File: config.mk
export PLATFORM = sky130hd
export DESIGN_NAME = cfgslv_top
export DESIGN_NICKNAME = d
export VERILOG_FILES = /design/src/rtl/cfgslv_pkg.sv /design/src/rtl/cfgslv_line_sync.sv /design/src/rtl/cfgslv_xfer_fsm.sv /design/src/rtl/cfgslv_reg_bank.sv /design/src/rtl/cfgslv_top.sv
export SDC_FILE = /design/constraint.sdc
export NUM_CORES = 1
export LEC_CHECK = 0
export ABC_AREA = 1
export BUFFER_PORTS_ARGS = -buffer_cell sky130_fd_sc_hd__buf_4
export CAP_MARGIN = 0
export CELL_PAD_IN_SITES_DETAIL_PLACEMENT = 2
export CELL_PAD_IN_SITES_GLOBAL_PLACEMENT = 2
export CORE_MARGIN = 2
export CORE_UTILIZATION = 28
export DETAILED_ROUTE_END_ITERATION = 7
export PLACE_DENSITY_LB_ADDON = 0.1
export RECOVER_POWER = 25
export REMOVE_ABC_BUFFERS = 1
export SYNTH_ARGS = -nofsm -noshare
export SYNTH_HDL_FRONTEND = slang
export SYNTH_HIERARCHICAL = 1
export SYNTH_SLANG_ARGS = --single-unit
File: constraint.sdc
create_clock -name clk -period 3.27 [get_ports clk]
set_clock_uncertainty 0.15 [all_clocks]
set_input_delay 0.8175 -clock clk [delete_from_list [all_inputs] [get_ports clk]]
set_output_delay 0.8175 -clock clk [all_outputs]
set_load 0.05 [all_outputs]
File: src/rtl/cfgslv_pkg.sv
package cfgslv_pkg;
  typedef enum logic [2:0] {
    ST_IDLE,
    ST_RX,
    ST_ACK,
    ST_TX,
    ST_MACK,
    ST_IGNORE
  } bus_st_e;
endpackage

File: src/rtl/cfgslv_line_sync.sv
module cfgslv_line_sync #(
  parameter int SYNC_STAGES = 2
) (
  input  logic clk,
  input  logic rst_n,
  input  logic scl_i,
  input  logic sda_i,
  output logic scl_lvl,
  output logic sda_lvl,
  output logic scl_rise,
  output logic scl_fall,
  output logic start_det,
  output logic stop_det
);
  localparam int MSB = SYNC_STAGES - 1;

  logic [MSB:0] scl_ff, sda_ff;
  logic         scl_q, sda_q;

  always_ff @(posedge clk or negedge rst_n) begin
    if (!rst_n) begin
      scl_ff <= '1;
      sda_ff <= '1;
      scl_q  <= 1'b1;
      sda_q  <= 1'b1;
    end else begin
      scl_ff <= {scl_ff[MSB-1:0], scl_i};
      sda_ff <= {sda_ff[MSB-1:0], sda_i};
      scl_q  <= scl_ff[MSB];
      sda_q  <= sda_ff[MSB];
    end
  end

  assign scl_lvl   = scl_ff[MSB];
  assign sda_lvl   = sda_ff[MSB];
  assign scl_rise  = scl_lvl & ~scl_q;
  assign scl_fall  = ~scl_lvl & scl_q;
  assign start_det = scl_lvl & scl_q & sda_q & ~sda_lvl;
  assign stop_det  = scl_lvl & scl_q & ~sda_q & sda_lvl;
endmodule

File: src/rtl/cfgslv_xfer_fsm.sv
module cfgslv_xfer_fsm
  import cfgslv_pkg::*;
#(
  parameter logic [7:0] WR_ADDR   = 8'hD2,
  parameter logic [7:0] RD_ADDR   = 8'hD3,
  parameter int         NUM_BYTES = 6,
  parameter int         IDX_W     = 3,
  parameter int         POS_W     = 4
) (
  input  logic             clk,
  input  logic             rst_n,
  input  logic             sda_lvl,
  input  logic             scl_rise,
  input  logic             scl_fall,
  input  logic             start_det,
  input  logic             stop_det,
  input  logic [7:0]       rd_data,
  output logic [POS_W-1:0] rd_sel,
  output logic             sda_drive_low,
  output logic             wr_en,
  output logic [IDX_W-1:0] wr_addr,
  output logic [7:0]       wr_data
);
  localparam logic [POS_W-1:0] POS_MAX   = POS_W'(NUM_BYTES + 2);
  localparam logic [POS_W-1:0] SKIP_HDR  = POS_W'(2);

  bus_st_e          state;
  logic [3:0]       bitcnt;
  logic [7:0]       shreg;
  logic             is_addr;
  logic             rd_mode;
  logic             nack_q;
  logic [POS_W-1:0] pos;
  logic [POS_W-1:0] pos_next;

  assign pos_next = (pos == POS_MAX) ? pos : pos + POS_W'(1);
  assign rd_sel   = (state == ST_MACK) ? pos_next : pos;

  always_ff @(posedge clk or negedge rst_n) begin
    if (!rst_n) begin
      state         <= ST_IDLE;
      bitcnt        <= 4'd0;
      shreg         <= 8'h00;
      is_addr       <= 1'b0;
      rd_mode       <= 1'b0;
      nack_q        <= 1'b0;
      pos           <= '0;
      sda_drive_low <= 1'b0;
      wr_en         <= 1'b0;
      wr_addr       <= '0;
      wr_data       <= 8'h00;
    end else begin
      wr_en <= 1'b0;
      if (start_det) begin
        state         <= ST_RX;
        bitcnt        <= 4'd0;
        is_addr       <= 1'b1;
        pos           <= '0;
        sda_drive_low <= 1'b0;
      end else if (stop_det) begin
        state         <= ST_IDLE;
        sda_drive_low <= 1'b0;
      end else begin
        unique case (state)
          ST_RX: begin
            if (scl_rise && bitcnt < 4'd8) begin
              shreg  <= {shreg[6:0], sda_lvl};
              bitcnt <= bitcnt + 4'd1;
            end else if (scl_fall && bitcnt == 4'd8) begin
              if (is_addr) begin
                is_addr <= 1'b0;
                if (shreg == WR_ADDR) begin
                  rd_mode       <= 1'b0;
                  sda_drive_low <= 1'b1;
                  state         <= ST_ACK;
                end else if (shreg == RD_ADDR) begin
                  rd_mode       <= 1'b1;
                  sda_drive_low <= 1'b1;
                  state         <= ST_ACK;
                end else begin
                  state <= ST_IGNORE;
                end
              end else begin
                sda_drive_low <= 1'b1;
                state         <= ST_ACK;
                if (pos >= SKIP_HDR && pos < POS_MAX) begin
                  wr_en   <= 1'b1;
                  wr_addr <= IDX_W'(pos - SKIP_HDR);
                  wr_data <= shreg;
                end
                pos <= pos_next;
              end
            end
          end
          ST_ACK: begin
            if (scl_fall) begin
              bitcnt <= 4'd0;
              if (rd_mode) begin
                shreg         <= rd_data;
                sda_drive_low <= ~rd_data[7];
                state         <= ST_TX;
              end else begin
                sda_drive_low <= 1'b0;
                state         <= ST_RX;
              end
            end
          end
          ST_TX: begin
            if (scl_rise) begin
              bitcnt <= bitcnt + 4'd1;
            end else if (scl_fall) begin
              if (bitcnt == 4'd8) begin
                sda_drive_low <= 1'b0;
                state         <= ST_MACK;
              end else begin
                shreg         <= {shreg[6:0], 1'b0};
                sda_drive_low <= ~shreg[6];
              end
            end
          end
          ST_MACK: begin
            if (scl_rise) begin
              nack_q <= sda_lvl;
            end else if (scl_fall) begin
              if (nack_q) begin
                state <= ST_IGNORE;
              end else begin
                pos           <= pos_next;
                bitcnt        <= 4'd0;
                shreg         <= rd_data;
                sda_drive_low <= ~rd_data[7];
                state         <= ST_TX;
              end
            end
          end
          default: ;
        endcase
      end
    end
  end
endmodule

File: src/rtl/cfgslv_reg_bank.sv
module cfgslv_reg_bank #(
  parameter int         NUM_EN      = 4,
  parameter int         STRAP_W     = 4,
  parameter logic [4:0] REV_CODE    = 5'b00010,
  parameter logic [7:0] AUX_DEFAULT = 8'h06,
  parameter int         NUM_BYTES   = NUM_EN + 2,
  parameter int         IDX_W       = 3,
  parameter int         POS_W       = 4
) (
  input  logic                  clk,
  input  logic                  rst_n,
  input  logic [STRAP_W-1:0]    strap_i,
  input  logic                  wr_en,
  input  logic [IDX_W-1:0]      wr_addr,
  input  logic [7:0]            wr_data,
  input  logic [POS_W-1:0]      rd_sel,
  output logic [7:0]            rd_data,
  output logic [STRAP_W:0]      freq_code,
  output logic                  freq_from_regs,
  output logic                  spread_en,
  output logic                  outputs_hiz,
  output logic [NUM_EN*8-1:0]   out_enable,
  output logic [7:0]            aux_cfg
);
  localparam int LAST = NUM_BYTES - 1;

  logic [7:0]         regs [NUM_BYTES];
  logic [STRAP_W-1:0] strap_q;
  logic               strap_done;
  logic [7:0]         r0_view;
  logic [7:0]         aux_view;

  always_ff @(posedge clk or negedge rst_n) begin
    if (!rst_n) begin
      strap_q    <= '0;
      strap_done <= 1'b0;
    end else if (!strap_done) begin
      strap_q    <= strap_i;
      strap_done <= 1'b1;
    end
  end

  for (genvar g = 0; g < NUM_BYTES; g++) begin : g_byte
    localparam logic [7:0] DEF = (g == 0)    ? 8'h00 :
                                 (g == LAST) ? AUX_DEFAULT : 8'hFF;
    always_ff @(posedge clk or negedge rst_n) begin
      if (!rst_n) regs[g] <= DEF;
      else if (wr_en && wr_addr == IDX_W'(g)) regs[g] <= wr_data;
    end
  end

  for (genvar g = 0; g < NUM_EN; g++) begin : g_en
    assign out_enable[g*8 +: 8] = regs[g+1];
  end

  assign freq_from_regs = regs[0][3];
  assign spread_en      = regs[0][1];
  assign outputs_hiz    = regs[0][0];
  assign aux_cfg        = regs[LAST];
  assign freq_code      = regs[0][3]
                        ? (STRAP_W+1)'({regs[0][7], regs[0][2], regs[0][6:4]})
                        : {1'b0, strap_q};

  assign r0_view  = regs[0][3] ? regs[0]
                  : {REV_CODE[4], REV_CODE[2:0], regs[0][3], REV_CODE[3], regs[0][1:0]};
  assign aux_view = {~strap_q, regs[LAST][7-STRAP_W:0]};

  always_comb begin
    rd_data = 8'hFF;
    if (rd_sel == '0) begin
      rd_data = 8'(NUM_BYTES);
    end else if (rd_sel == POS_W'(1)) begin
      rd_data = r0_view;
    end else if (rd_sel == POS_W'(NUM_BYTES)) begin
      rd_data = aux_view;
    end else begin
      for (int i = 1; i < LAST; i++) begin
        if (rd_sel == POS_W'(i + 1)) rd_data = regs[i];
      end
    end
  end
endmodule

File: src/rtl/cfgslv_top.sv
module cfgslv_top #(
  parameter logic [7:0] WR_ADDR     = 8'hD2,
  parameter logic [7:0] RD_ADDR     = 8'hD3,
  parameter int         NUM_EN      = 4,
  parameter int         STRAP_W     = 4,
  parameter logic [4:0] REV_CODE    = 5'b00010,
  parameter logic [7:0] AUX_DEFAULT = 8'h06,
  parameter int         SYNC_STAGES = 2
) (
  input  logic                clk,
  input  logic                rst_n,
  input  logic                scl_i,
  input  logic                sda_i,
  input  logic [STRAP_W-1:0]  strap_i,
  output logic                sda_drive_low,
  output logic [STRAP_W:0]    freq_code,
  output logic                freq_from_regs,
  output logic                spread_en,
  output logic                outputs_hiz,
  output logic [NUM_EN*8-1:0] out_enable,
  output logic [7:0]          aux_cfg
);
  localparam int NUM_BYTES = NUM_EN + 2;
  localparam int IDX_W     = $clog2(NUM_BYTES);
  localparam int POS_W     = $clog2(NUM_BYTES + 3);

  logic             scl_lvl, sda_lvl, scl_rise, scl_fall, start_det, stop_det;
  logic             wr_en;
  logic [IDX_W-1:0] wr_addr;
  logic [7:0]       wr_data;
  logic [POS_W-1:0] rd_sel;
  logic [7:0]       rd_data;

  cfgslv_line_sync #(.SYNC_STAGES(SYNC_STAGES)) u_sync (
    .clk(clk), .rst_n(rst_n), .scl_i(scl_i), .sda_i(sda_i),
    .scl_lvl(scl_lvl), .sda_lvl(sda_lvl), .scl_rise(scl_rise),
    .scl_fall(scl_fall), .start_det(start_det), .stop_det(stop_det)
  );

  cfgslv_xfer_fsm #(
    .WR_ADDR(WR_ADDR), .RD_ADDR(RD_ADDR), .NUM_BYTES(NUM_BYTES),
    .IDX_W(IDX_W), .POS_W(POS_W)
  ) u_fsm (
    .clk(clk), .rst_n(rst_n), .sda_lvl(sda_lvl), .scl_rise(scl_rise),
    .scl_fall(scl_fall), .start_det(start_det), .stop_det(stop_det),
    .rd_data(rd_data), .rd_sel(rd_sel), .sda_drive_low(sda_drive_low),
    .wr_en(wr_en), .wr_addr(wr_addr), .wr_data(wr_data)
  );

  cfgslv_reg_bank #(
    .NUM_EN(NUM_EN), .STRAP_W(STRAP_W), .REV_CODE(REV_CODE),
    .AUX_DEFAULT(AUX_DEFAULT), .NUM_BYTES(NUM_BYTES), .IDX_W(IDX_W),
    .POS_W(POS_W)
  ) u_bank (
    .clk(clk), .rst_n(rst_n), .strap_i(strap_i), .wr_en(wr_en),
    .wr_addr(wr_addr), .wr_data(wr_data), .rd_sel(rd_sel), .rd_data(rd_data),
    .freq_code(freq_code), .freq_from_regs(freq_from_regs),
    .spread_en(spread_en), .outputs_hiz(outputs_hiz),
    .out_enable(out_enable), .aux_cfg(aux_cfg)
  );
endmodule

; After elaboration in Yosys (flattened, before gate mapping)
; Index checks and enable logic that the tools add are counted.
[op_classes]
n_addsub = 3
n_lt_le_gt_ge = 3
n_eq_ne = 49
n_mux = 84
n_bitwise = 18
reduce_logical = 27
[ops]
columns = op, n
row1 = $mux 8, 17
row2 = $mux 4, 18
row3 = $mux 3, 14
row4 = $pmux 8 s4, 1
row5 = $mux 1, 28
row6 = $ne 4x3->1 const B, 5
row7 = $eq 8x8->1 const B, 2
row8 = $ne 4x4->1 const B, 4
row9 = $pmux 4 s4, 1
row10 = $reduce_and 8->1, 2
row11 = $ne 3x2->1 const B, 5
row12 = $reduce_and 7->1, 2
row13 = $eq 3x2->1 const B, 4
row14 = $eq 4x3->1 const B, 3
row15 = $ne 2x2->1 const B, 6
row16 = $ne 3x3->1 const B, 4
row17 = $pmux 3 s4, 1
row18 = $reduce_and 12->1, 1
row19 = $ne 2x1->1 const B, 5
row20 = $not 1->1, 10
row21 = $reduce_and 10->1, 1
row22 = $eq 3x3->1 const B, 3
row23 = $logic_and 1x1->1, 9
row24 = $reduce_and 9->1, 1
row25 = 23 further kinds, 37
[totals]
ff_bits = 94
in_bits = 8
out_inout_bits = 49
wordCells = 207

; Longest topological paths before layout
[logic_depth]
depth_word = 18
depth_mapped = 21
mapped_depth_nobuf = 21

; Cells and area by module
; The synthesis kept the hierarchy.
[modules_own_cells]
columns = mod, instances, cells_per_inst, area_per_inst_um2, seq_area_each_um2
row1 = cfgslv_reg_bank, 1, 353, 2921.6, 1368.8
row2 = cfgslv_xfer_fsm, 1, 304, 2237.1, 875.8
row3 = cfgslv_line_sync, 1, 17, 198.9, 157.7

; Least setup slack after synthesis
; Ideal clock, no wire load.
[synth_timing]
kind = register -> output
start = reg u_bank.regs (netlist bit u_bank/freq_from_regs)
end = out freq_code[0]
arrival_time_ns = 2.145
t_required_ns = 2.303
slack_ns = 0.158
path_stages_with_launch = 4
n_path_buf = 1
path_cell_list = dfrtp_1 clkbuf_1 inv_1 o21ai_0
[synth_via]
elab_chain_cells = 1
[synth_rtl]
columns = item, line
row1 = "start, declared", cfgslv_reg_bank.sv:27  ; logic [7:0] regs [NUM_BYTES];
row2 = "start signal, assigned by index", cfgslv_reg_bank.sv:48  ; else if (wr_en && wr_addr == IDX_W'(g)) regs[g] <= wr_data;
row3 = $mux 5, cfgslv_reg_bank.sv:61  ; ? (STRAP_W+1)'({regs[0][7], regs[0][2], regs[0][6:4]})
row4 = "end, declared", cfgslv_top.sv:16  ; output logic [STRAP_W:0] freq_code,
; Every way passes these cells.

; Worst setup path in the final report
[layout_timing]
start = reg u_fsm.pos[1]
end = reg u_fsm.sda_drive_low
[layout_via]
elab_chain_cells = 18
elab_cells_between_ends = 27
classes_between = 1 x add/sub / 7 x eq/ne / 17 x mux / 1 x bitwise / 1 x reduce/logical
[layout_rtl]
columns = item, line
row1 = "start, declared", cfgslv_xfer_fsm.sv:33  ; logic [POS_W-1:0] pos;
row2 = "start signal, assigned", cfgslv_xfer_fsm.sv:91  ; pos <= pos_next;
row3 = "start signal, assigned", cfgslv_xfer_fsm.sv:128  ; pos <= pos_next;
row4 = $eq 4x4->1 (*), cfgslv_xfer_fsm.sv:36  ; assign pos_next = (pos == POS_MAX) ? pos : pos + POS_W'(1);
row5 = $mux 4 (*), cfgslv_xfer_fsm.sv:36
row6 = $mux 4 (*), cfgslv_xfer_fsm.sv:37  ; assign rd_sel = (state == ST_MACK) ? pos_next : pos;
row7 = net rd_sel[0], cfgslv_top.sv:31  ; logic [POS_W-1:0] rd_sel;
row8 = $eq 4x2->1, cfgslv_reg_bank.sv:78  ; if (rd_sel == POS_W'(i + 1)) rd_data = regs[i];
row9 = $mux 8 (4 in a row), cfgslv_reg_bank.sv:78
row10 = $mux 8, cfgslv_reg_bank.sv:74  ; end else if (rd_sel == POS_W'(NUM_BYTES)) begin
row11 = $mux 8, cfgslv_reg_bank.sv:72  ; end else if (rd_sel == POS_W'(1)) begin
row12 = $mux 8 (*), cfgslv_reg_bank.sv:70  ; if (rd_sel == '0) begin
row13 = net rd_data[7], cfgslv_top.sv:32  ; logic [7:0] rd_data;
row14 = $not 1->1 (*), "cfgslv_xfer_fsm.sv:100, cfgslv_xfer_fsm.sv:131"
row15 = $mux 1, cfgslv_xfer_fsm.sv:125  ; if (nack_q) begin
row16 = $mux 1, cfgslv_xfer_fsm.sv:124  ; end else if (scl_fall) begin
row17 = $mux 1, cfgslv_xfer_fsm.sv:122  ; if (scl_rise) begin
row18 = $pmux 1 s4 (*), cfgslv_xfer_fsm.sv:64  ; unique case (state)
row19 = $mux 1 (*), cfgslv_xfer_fsm.sv:60  ; end else if (stop_det) begin
row20 = $mux 1 (*), cfgslv_xfer_fsm.sv:54  ; if (start_det) begin
row21 = "end signal, assigned", cfgslv_xfer_fsm.sv:100  ; sda_drive_low <= ~rd_data[7];
row22 = "end signal, assigned", cfgslv_xfer_fsm.sv:117  ; sda_drive_low <= ~shreg[6];
row23 = "end signal, assigned", cfgslv_xfer_fsm.sv:131  ; sda_drive_low <= ~rd_data[7];
row24 = "end, declared", cfgslv_xfer_fsm.sv:19  ; output logic sda_drive_low,
; The timed path passes the listed nets; every way through them passes the cells marked *. The select of a mux whose other input is x is not followed.
; A chain may end at the register's enable or synchronous reset.

==> flow_metrics.tcl <==
set metrics [dict create \
    run_status "finished clean" \
    number_of_global_route_vias_before_repair 4968 \
    critPathKind "reg -> reg" \
    totalNegativeSetupSlack_ps 0 \
    vdd_ir_drop_max_uv 342 \
    capturing_element_type_of_the_critical_path "flop" \
    post_cts_hold_buffer_count 0 \
    grt_usage_pct 17.7 \
    max-clock-path-buffers 2 \
    power.switching_fraction_pct 46.6 \
    detailedRoute.firstPassIterationCount 4 \
    grt_start_max_net_pins 46 \
    tritoncts "yes" \
    clockRootBuffer "clkbuf_16" \
    vias 4504 \
    floorplan.initialDensity_pct 28.5 \
    worstPathBufferInverterCount 2 \
    final_cell_count_no_fill 935 \
    globalRoute.totalOverflow 0 \
    synth_top_cell_by_area "dfrtp_1" \
    drt-total-wl_um 16800 \
    intPower_mw 2.64 \
    final-setup-viol-count 0 \
    start_kind "flop" \
    synth_largest_type_area_fraction_pct 25.2 \
    h_tree_depth 3 \
    seq_area_frac_synth_pct 44.8 \
    core_area_um2 18800 \
    crit_cells 17 \
    slew_headroom_pct 5.06 \
    drt_drc_violations_left 0 \
    power.share.combinational_pct 48.9 \
    synth_cell_type_count 41 \
    timing.critical_path.mode_cell "nor2_1" \
    timing.critical_path.cells "inv_1 -> ha_1 -> a21oi_1 -> nand2_1 -> o21ai_0 -> inv_1 -> nor2_4 -> nand2_4 -> o21ai_0 -> nor2_1 -> nor2_1 -> nand2_1 -> nand3_1 -> nor2_1 -> nor2_1 -> nand3_1 -> nand2_1" \
    detailed_place_hpwl_um 12900 \
    instance_count_of_the_mapped_netlist 674 \
    synth.top_cells.by_area "dfrtp_1 (25%), dfstp_2 (20%), nand2_1 (12%), buf_4 (5.9%), o21ai_1 (5.3%)" \
    max_clock_freq_mhz 347 \
    antenna-diode-count 0 \
    dp.cells 919 \
    cts_made_buffers 9 \
    rows 50 \
    hold_path_depth 0 \
    leak_nw 2.77 \
    final_nets 710 \
    maxSlewViolCount 0 \
    cts_num_sinks 94 \
    pwr-share-seq_pct 29.8 \
    gp_congestion 0.845 \
    arrival_ps 3020 \
    area_occupied_by_multi_input_gates_um2 2260 \
    number_of_enable_type_register_cells_in_the_synthesized_netlist 0 \
    clk_pin_slew_worst_paths_ps 60 \
    slowest_stage_cell_crit_path "dfrtp_1" \
    area_delta_synth_final_pct 12.6 \
    clockPowerShare_pct 21.3 \
    cp_max_fo 9 \
    worstPathRequired_ps 3410 \
    worstRegToRegCells 17 \
    dominantRegCellSynth "dfrtp_1" \
    finalCritPeriodShare_pct 88.3 \
    critical-path-max-stage-delay_ps 480 \
    rsz0062_at_grt "false" \
    io-pin-count 57 \
    power.net_switching_mw 2.31 \
    die_area_um2 20300 \
    avgViaCountPerCell 4.82 \
    synth.ff_latch_count 94 \
    final_layout_size_suffix_gt1_share_pct 24.0 \
    ctsResizeCount 0 \
    post-route-min-period_ps 2890 \
    hold_fails_final_rpt 0 \
    filler_cell_count 2219 \
    maxCapViolCount 0 \
    grt_antenna_before_repair 0 \
    async_flop_share_pct 100 \
    ys_warn_count 6 \
    chipWidth_um 142 \
    timing.hold.worst.class "reg -> reg" \
    layout.area.seq_um2 2400 \
    die_y_um 142 \
    syn_area_per_cell_um2 7.95 \
    power-per-cell-area_nw_per_um2 820 \
    ant_nets 0 \
    cpLargestDelayFamily "simple AND/OR/NAND/NOR gates" \
    synthesis.area_um2 5360 \
    drtIter0Drc 135 \
    clock_latency_ps 350 \
    grt_pass1_wl_um 27400 \
    post-cts-setup-buffers 0 \
    io_buffers 56 \
    r2r_slack_ps 380 \
    routed_length_per_instance_um 18.0 \
    worst-slew-pin-transition_ps 1420 \
]
-- cells in the final DEF, fill, tap and decap left out, drive strengths merged, types with 4 or more instances in the layout --
cell type,instances
clkbuf,18
clkinv,4
dfstp,40
dfrtp,54
nand2,181
nor2,60
nand3b,16
o21ai,87
a21oi,10
ha,6
or2,4
nor3,4
inv,75
buf,62
nand3,64
-- worst paths after layout --
| check | start | to |
|---|---|---|
| hold / removal | u_sync/sda_ff[0]$_DFF_PN1_ | u_sync/sda_ff[1]$_DFF_PN1_ |
| setup reg to reg | u_fsm/pos[1]$_DFFE_PN0P_ | u_fsm/sda_drive_low$_DFFE_PN0P_ |
| setup / recovery | u_fsm/pos[1]$_DFFE_PN0P_ | u_fsm/sda_drive_low$_DFFE_PN0P_ |
| hold reg to reg | u_sync/sda_ff[0]$_DFF_PN1_ | u_sync/sda_ff[1]$_DFF_PN1_ |
| min in group asynchronous | rst_n | u_bank/aux_cfg[4]$_DFFE_PN0P_ |
| max in group asynchronous | rst_n | u_fsm/state[2]$_DFFE_PN0P_ |
-- state kept, by name (all words and copies together), names as in the netlist, 2 cells and up --
name and cells:
u_fsm/state 3, u_fsm/wr_data 8, u_bank/out_enable 32, u_bank/regs 5, u_fsm/wr_addr 3, u_fsm/shreg 8, u_fsm/pos 4, u_sync/sda_ff 2
u_sync/scl_ff 2, u_bank/strap_q 4, u_bank/aux_cfg 8, u_fsm/bitcnt 4
-- cell usage after synthesis, types with 2 or more instances --
cell	n
nand2_1	171
inv_1	67
o21ai_1	57
nand3_1	55
dfrtp_1	54
nor2_1	49
buf_4	42
dfstp_2	40
o21ai_0	28
nand3b_1	16
buf_2	10
nand3_2	9
a21oi_1	8
inv_2	7
nand2_2	7
ha_1	6
nor2_2	5
nor2_4	5
buf_6	3
mux2_2	3
nand2_4	3
nand4_1	3
nor3_1	3
xor2_1	3
nor4_1	2
o21ai_2	2
or2_2	2
-- logic make-up (layout without fill, tap and decap cells) --
kind of cell / after synthesis / after routing / share of synthesized area (%)
AOI/OAI and AO/OA: 100 / 100 / 9.88
xor gates and xnor gates: 3 / 3 / 0.491
adders and majority gates: 6 / 6 / 1.40
buffers and inverters: 132 / 159 / 12.9
DFF: 94 / 94 / 44.8
muxes: 3 / 3 / 0.631
other: 1 / 1 / 0.0700
and+or+nand+nor: 335 / 335 / 29.8
-- worst register-to-register path, cell delays in order (launching register included) --
cell and delay [ps]:
dfrtp_1 480, inv_1 80, ha_1 210, a21oi_1 210
nand2_1 70, o21ai_0 240, inv_1 180, nor2_4 270
nand2_4 120, o21ai_0 170, nor2_1 100, nor2_1 120
nand2_1 60, nand3_1 100, nor2_1 40, nor2_1 90
nand3_1 80, nand2_1 60
-- layer usage --
metal / global-route usage (%) / routed length, µm
met1: 24.3 / 8350
met2: 28.9 / 7860
met3: 2.25 / 346
met4: 5.78 / 255
met5: 0 / 0
-- final cells by class --
class / count / area share, %
Sequential cell: 94 / 39.8
Multi-Input combinational cell: 448 / 37.5
Timing Repair Buffer: 67 / 8.23
Tap cell: 234 / 4.85
Inverter: 76 / 4.77
Clock buffer: 13 / 4.48
Clock inverter: 3 / 0.311
-- stage by stage --
| step | cell area, µm² | worst slack [ps] | hold slack, ps | util, % | power, mW |
|---|---|---|---|---|---|
| 6_report | 6030 | 384 | 212 | 32.1 | 4.95 |
| 5_1_grt | 6030 | 10.2 | 222 | 32.1 | 5.42 |
| 4_1_cts | 6050 | 328 | 208 | 32.2 | 5.05 |
| 3_5_place_dp | 5760 | 353 | 198 | 30.7 | 3.95 |
| 3_3_place_gp | 5760 | 516 | 200 | 30.7 | 3.86 |
| 2_1_floorplan | 4950 | 267 | 195 | - | 3.14 |
-- power by group through the flow --
stage | Sequential, mW | Clock [mW] | Combinational (mW)
6_report | 1.48 | 1.05 | 2.42
5_1_grt | 1.50 | 1.14 | 2.78
4_1_cts | 1.48 | 1.09 | 2.48
3_5_place_dp | 1.49 | 0 | 2.45
3_3_place_gp | 1.48 | 0 | 2.38
2_1_floorplan | 1.46 | 0 | 1.68
Power figures use the tool's default switching activity.
